**config.mk**
```make
export PLATFORM = sky130hd
export DESIGN_NAME = ahbrr_slave
export DESIGN_NICKNAME = d
export VERILOG_FILES = /design/src/rtl/ahbrr_pkg.sv /design/src/rtl/ahbrr_addr_stage.sv /design/src/rtl/ahbrr_ready_fsm.sv /design/src/rtl/ahbrr_storage.sv /design/src/rtl/ahbrr_slave.sv
export SDC_FILE = /design/constraint.sdc
export NUM_CORES = 1
export LEC_CHECK = 0
export ABC_CLOCK_PERIOD_IN_PS = 5140
export CORE_ASPECT_RATIO = 1.25
export CORE_UTILIZATION = 35
export CTS_BUF_LIST = sky130_fd_sc_hd__clkbuf_8
export CTS_CLUSTER_SIZE = 24
export DETAILED_ROUTE_END_ITERATION = 12
export GPL_TIMING_DRIVEN = 0
export MAX_ROUTING_LAYER = met4
export SLEW_MARGIN = 10
export SYNTH_ARGS = -nofsm -noshare
export SYNTH_HDL_FRONTEND = slang
export SYNTH_HIERARCHICAL = 1
export SYNTH_SLANG_ARGS = --single-unit
```
**constraint.sdc**
```tcl
create_clock -name clk -period 5.14 [get_ports clk]
set_input_delay 0.771 -clock clk [delete_from_list [all_inputs] [get_ports clk]]
set_output_delay 0.771 -clock clk [all_outputs]
set_load 0.01 [all_outputs]
```
**src/rtl/ahbrr_pkg.sv**
```systemverilog
package ahbrr_pkg;

    typedef enum logic [1:0] {
        S_IDLE    = 2'd0,
        S_WR      = 2'd1,
        S_RD_WAIT = 2'd2,
        S_RD_LAST = 2'd3
    } phase_e;

    localparam logic [1:0] TR_IDLE   = 2'b00;
    localparam logic [1:0] TR_BUSY   = 2'b01;
    localparam logic [1:0] TR_NONSEQ = 2'b10;
    localparam logic [1:0] TR_SEQ    = 2'b11;

    localparam logic RESP_OKAY = 1'b0;

endpackage

```
**src/rtl/ahbrr_addr_stage.sv**
```systemverilog
module ahbrr_addr_stage #(
    parameter int ADDR_W = 32,
    parameter int IDX_W  = 4
) (
    input  logic              clk,
    input  logic              rst_n,
    input  logic              hsel,
    input  logic              hready,
    input  logic [1:0]        htrans,
    input  logic              hwrite,
    input  logic [ADDR_W-1:0] haddr,
    output logic              accept,
    output logic              acc_write,
    output logic [IDX_W-1:0]  idx_q
);

    // NONSEQ and SEQ both have bit 1 set
    assign accept    = hsel && hready && htrans[1];
    assign acc_write = hwrite;

    always_ff @(posedge clk or negedge rst_n) begin
        if (!rst_n) begin
            idx_q <= '0;
        end else if (accept) begin
            idx_q <= haddr[IDX_W+1:2];
        end
    end

endmodule

```
**src/rtl/ahbrr_ready_fsm.sv**
```systemverilog
module ahbrr_ready_fsm
    import ahbrr_pkg::*;
#(
    parameter bit REG_READ = 1'b1
) (
    input  logic clk,
    input  logic rst_n,
    input  logic accept,
    input  logic acc_write,
    output logic hreadyout,
    output logic wr_en,
    output logic rd_load
);

    phase_e state, nxt;

    always_comb begin
        nxt = S_IDLE;
        unique case (state)
            S_RD_WAIT: nxt = S_RD_LAST;
            S_IDLE, S_WR, S_RD_LAST: begin
                if (accept) begin
                    if (acc_write)     nxt = S_WR;
                    else if (REG_READ) nxt = S_RD_WAIT;
                    else               nxt = S_RD_LAST;
                end else begin
                    nxt = S_IDLE;
                end
            end
            default: nxt = S_IDLE;
        endcase
    end

    always_ff @(posedge clk or negedge rst_n) begin
        if (!rst_n) state <= S_IDLE;
        else        state <= nxt;
    end

    always_comb begin
        hreadyout = 1'b1;
        wr_en     = 1'b0;
        rd_load   = 1'b0;
        unique case (state)
            S_IDLE:    hreadyout = 1'b1;
            S_WR:      wr_en     = 1'b1;
            S_RD_WAIT: begin
                hreadyout = 1'b0;
                rd_load   = 1'b1;
            end
            S_RD_LAST: hreadyout = 1'b1;
            default:   hreadyout = 1'b1;
        endcase
    end

    // a write data phase never waits
    a_r3_write_no_wait: assert property (@(posedge clk) disable iff (!rst_n)
        (accept && acc_write) |=> hreadyout);

    // a low ready lasts exactly one cycle
    a_r4_single_wait: assert property (@(posedge clk) disable iff (!rst_n)
        !hreadyout |=> hreadyout);

    generate
        if (REG_READ) begin : g_reg_chk
            // a registered read always inserts the wait
            a_r4_read_waits: assert property (@(posedge clk) disable iff (!rst_n)
                (accept && !acc_write) |=> !hreadyout);
        end else begin : g_comb_chk
            // a combinational read completes at once
            a_r9_read_no_wait: assert property (@(posedge clk) disable iff (!rst_n)
                (accept && !acc_write) |=> hreadyout);
        end
    endgenerate

endmodule

```
**src/rtl/ahbrr_storage.sv**
```systemverilog
module ahbrr_storage #(
    parameter int DATA_W   = 32,
    parameter int DEPTH    = 16,
    parameter int IDX_W    = 4,
    parameter bit REG_READ = 1'b1
) (
    input  logic              clk,
    input  logic              rst_n,
    input  logic              wr_en,
    input  logic              rd_load,
    input  logic [IDX_W-1:0]  idx,
    input  logic [DATA_W-1:0] wdata,
    output logic [DATA_W-1:0] rdata
);

    logic [DATA_W-1:0] mem [DEPTH];
    logic [DATA_W-1:0] word;

    for (genvar g = 0; g < DEPTH; g++) begin : g_word
        always_ff @(posedge clk or negedge rst_n) begin
            if (!rst_n) begin
                mem[g] <= '0;
            end else if (wr_en && (idx == IDX_W'(g))) begin
                mem[g] <= wdata;
            end
        end
    end

    assign word = mem[idx];

    generate
        if (REG_READ) begin : g_reg
            logic [DATA_W-1:0] rdata_q;
            always_ff @(posedge clk or negedge rst_n) begin
                if (!rst_n)       rdata_q <= '0;
                else if (rd_load) rdata_q <= word;
            end
            assign rdata = rdata_q;
        end else begin : g_comb
            assign rdata = word;
        end
    endgenerate

endmodule

```
**src/rtl/ahbrr_slave.sv**
```systemverilog
module ahbrr_slave
    import ahbrr_pkg::*;
#(
    parameter int ADDR_W   = 32,
    parameter int DATA_W   = 32,
    parameter int DEPTH    = 16,
    parameter bit REG_READ = 1'b1
) (
    input  logic              clk,
    input  logic              rst_n,
    input  logic              hsel,
    input  logic [ADDR_W-1:0] haddr,
    input  logic [1:0]        htrans,
    input  logic              hwrite,
    input  logic [2:0]        hsize,
    input  logic [DATA_W-1:0] hwdata,
    input  logic              hready,
    output logic [DATA_W-1:0] hrdata,
    output logic              hreadyout,
    output logic              hresp
);

    localparam int IDX_W = (DEPTH > 1) ? $clog2(DEPTH) : 1;

    logic             accept;
    logic             acc_write;
    logic [IDX_W-1:0] idx_q;
    logic             wr_en;
    logic             rd_load;

    // size and the bits outside the word index are not decoded
    logic unused_bits;
    assign unused_bits = ^{hsize, haddr[1:0], haddr[ADDR_W-1:IDX_W+2]};

    ahbrr_addr_stage #(.ADDR_W(ADDR_W), .IDX_W(IDX_W)) u_addr (
        .clk(clk), .rst_n(rst_n), .hsel(hsel), .hready(hready),
        .htrans(htrans), .hwrite(hwrite), .haddr(haddr),
        .accept(accept), .acc_write(acc_write), .idx_q(idx_q)
    );

    ahbrr_ready_fsm #(.REG_READ(REG_READ)) u_fsm (
        .clk(clk), .rst_n(rst_n), .accept(accept), .acc_write(acc_write),
        .hreadyout(hreadyout), .wr_en(wr_en), .rd_load(rd_load)
    );

    ahbrr_storage #(.DATA_W(DATA_W), .DEPTH(DEPTH), .IDX_W(IDX_W),
                    .REG_READ(REG_READ)) u_mem (
        .clk(clk), .rst_n(rst_n), .wr_en(wr_en), .rd_load(rd_load),
        .idx(idx_q), .wdata(hwdata), .rdata(hrdata)
    );

    assign hresp = RESP_OKAY;

    // idle, busy or unselected cycles never produce a wait
    a_r7_idle_no_wait: assert property (@(posedge clk) disable iff (!rst_n)
        (hready && !(hsel && htrans[1])) |=> hreadyout);

    // no write strobe follows a cycle with no accepted transfer
    a_r2_no_spurious_write: assert property (@(posedge clk) disable iff (!rst_n)
        (hready && !(hsel && htrans[1])) |=> !wr_en);

endmodule

```
==> impl_metrics.csv <==
group,metric,value,unit
status,status,"finished, final reports clean",
global_route,grt_first_pass_wirelength,109,mm
drt,routed_wl,73.1,mm
sta,rsz0062_at_grt,"no",
layout,final_cell_area,28300,µm²
drt,drc,0,
synthesis,avgSynthCellArea,14.2,µm²
die,core-area,69500,µm²
synthesis,yosys.area.top_type,"dfrtp_1",
clock_tree,cts_buffers,88,
sta,worst_pin_slew,1.19,ns
synthesis,synth_top_area_share,56.0,%
worst_setup_path,startpoint_type,"register",
clock_tree,post_cts_buffers,0,
drt,ant_nets,0,
layout,drive_gt1_share,38.2,%
worst_setup_path,crit_type,"reg -> reg",
die,fp.dieArea,71300,µm²
drt,initialDrtViolationCount,1134,
global_route,antenna_found_initial,1,
global_route,grt_overflow,0,
synthesis,synth-adder-area-share,0,%
synthesis,ys_ff_latch,550,
hold_path,hold_path.class,"in -> async",
worst_setup_path,cp.arrival,3.20,ns
clock_tree,cts.clk_slew.worst_paths,0.06,ns
global_route,grt_pass1_vias,16700,
place,placed_cell_area,26600,µm²
die,die_h,298,µm
die,rows,108,
drt,dr.pass1.iters,5,
global_route,grt_usage,21.5,%
clock_tree,cts_tree,"done",
synthesis,ys_top_cells_by_area,"dfrtp_1 (56%), mux2_2 (23%), mux2i_1 (7.8%), mux4_2 (2.9%), o22ai_1 (1.6%)",
synthesis,synth_edf_count,0,
pwr,peakVddDrop,198,µV
place,gp_congestion,0.825,
synthesis,synth_warnings,6,
synthesis,synthCells,1725,
drt,num_vias,15500,
worst_setup_path,worstPathMaxFanout,10,
sta,slew_violations,0,
flow_run,drv_cap,0,
pwr,p_leak,0.0129,µW
sta,fmax,0.368,GHz
clock_tree,root_buffer,"clkbuf_8",
synthesis,syn_area,24600,µm²
sta,max_slew_margin,20.7,%
worst_setup_path,worstPathRequired,5.63,ns
synthesis,ys_seq_area_share,56.0,%
sta,setup_viol,0,
layout,fillers,6484,
place,portBuffers,73,
synthesis,ys_async_sr_fraction,100,%
synthesis,ys_types,33,
synthesis,synth_xor_area_share,0,%
layout,final_common_cell,"dfrtp_1",
layout,final_cell_mix,"dfrtp_1 (550), mux2_2 (495), mux2i_1 (192)",
synthesis,synthSimpleGateAreaFrac,2.65,%
place,dp_hpwl,46.4,mm
worst_setup_path,cp-end-kind,"register",
sta,hold_viol,0,
global_route,grt_max_degree,108,
synthesis,synth_compound_area_share,3.88,%
synthesis,synth_top_family_by_area,"multiplexers",
sta,skew,0.0451,ns
clock_tree,h-tree-depth,3,
drt,routedWlPerCell,25.2,µm
sta,layout_min_cycle_time,2.72,ns
synthesis,muxShareOfSynthArea,34.4,%
synthesis,synth_fp_nets,1799,
die,io_pins,108,
die,start_util,35.4,%
clock_tree,cts_buffer_depth,3,
drt,routed_via_density,5.36,
die,die_x,239,µm
clock_tree,hold_buffers,0,
layout,layout.nets,1967,
clock_tree,worstSkewPairLatency,0.69,ns
sta,fin_tns_setup,0,ns
clock_tree,cts_sinks,550,
clock_tree,cts_resized,0,
layout,area_growth,15.3,%
synthesis,ys.flop_type,"dfrtp_1",
pwr,powerDensity,546,nW/µm²
sta,finalCritPeriodShare,52.9,%
## cells by family after synthesis
family,count (synthesis)
flops,550
other cells,1
simple gates,141
mux,740
compound gates,142
buf+inv,151
## final cells by class
type	instances	area (µm²)	area share (%)
multi-input combinational	1024	10100	35.5
clock buffer	109	1500	5.29
antenna	1	2.50	0.00883
sequential	550	13800	48.6
inverter	3	11.3	0.0397
tap	935	1170	4.13
buffer	148	742	2.62
timing repair buffer	78	873	3.08
clock inverter	49	220	0.777
## state kept, by name, summed over array words and instances (netlist names)
register and cells:
u_mem/mem 512, u_fsm/state 2, u_mem/rdata 32, u_addr/idx_q 4
## cell usage after synthesis (3+ instances only)
cell type / instances
nor3_2: 3
mux2_1: 21
mux2i_1: 192
mux4_2: 32
buf_4: 30
buf_2: 59
nor2_1: 74
dfrtp_1: 550
a221oi_1: 13
buf_1: 3
a2bb2oi_1: 19
nand3b_1: 5
mux2_2: 495
o22ai_1: 64
a31oi_1: 32
nand2_1: 25
inv_1: 3
o21ai_0: 12
clkbuf_1: 56
nand3_1: 21
## metal layers
metal / track usage [%] / share of wire [%] / routed length, µm / vias up
met5: - / 0 / 0 / -
met4: 10.4 / 4.3 / 3140 / 0
met3: 3.30 / 5.1 / 3710 / 150
met2: 34.3 / 49 / 35900 / 492
met1: 26.6 / 41 / 30300 / 8241
li1: - / - / - / 6652
## worst paths after layout
kind	depth (start not counted)	from	slack, ns	to
worst min-delay path	1	rst_n	0.14	u_addr/idx_q[0]
worst max-delay path	7	u_addr/idx_q[0]	2.42	u_mem/rdata[17]
min in group clk	2	hwrite	0.30	u_fsm/state[1]
worst max register to register	7	u_addr/idx_q[0]	2.42	u_mem/rdata[17]
max in group asynchronous	4	rst_n	3.19	u_mem/mem[17]
worst min register to register	1	u_mem/mem[292]	0.48	u_mem/mem[292]
## worst max-delay path, stage by stage (launching register included)
cell and delay (ns):
dfrtp_1 0.43, buf_2 0.25, buf_2 0.27, nand3b_1 0.25
buf_1 0.91, o22ai_1 0.16, nor2_1 0.18, a31oi_1 0.09
## stage by stage
| step | std cells | total power (µW) | util [%] | hold WS, ns | worst slack (ns) |
|---|---|---|---|---|---|
| after floorplan | 1725 | 10200 | - | 0.452 | 3.41 |
| after global placement | 2733 | 11600 | 38.1 | 0.461 | -20.37 |
| after detailed placement | 2738 | 11900 | 38.3 | 0.473 | 2.44 |
| after CTS | 2896 | 15600 | 40.8 | 0.122 | 2.49 |
| after global routing | 2897 | 16300 | 40.8 | 0.162 | 2.35 |
| final | 2897 | 15500 | 40.8 | 0.138 | 2.42 |
## report_power, final
part           internal (µW)  switching (µW)
clock                   1910            1750
sequential              6250            1010
combinational           2540            2000
(Power assumes the default switching activity.)
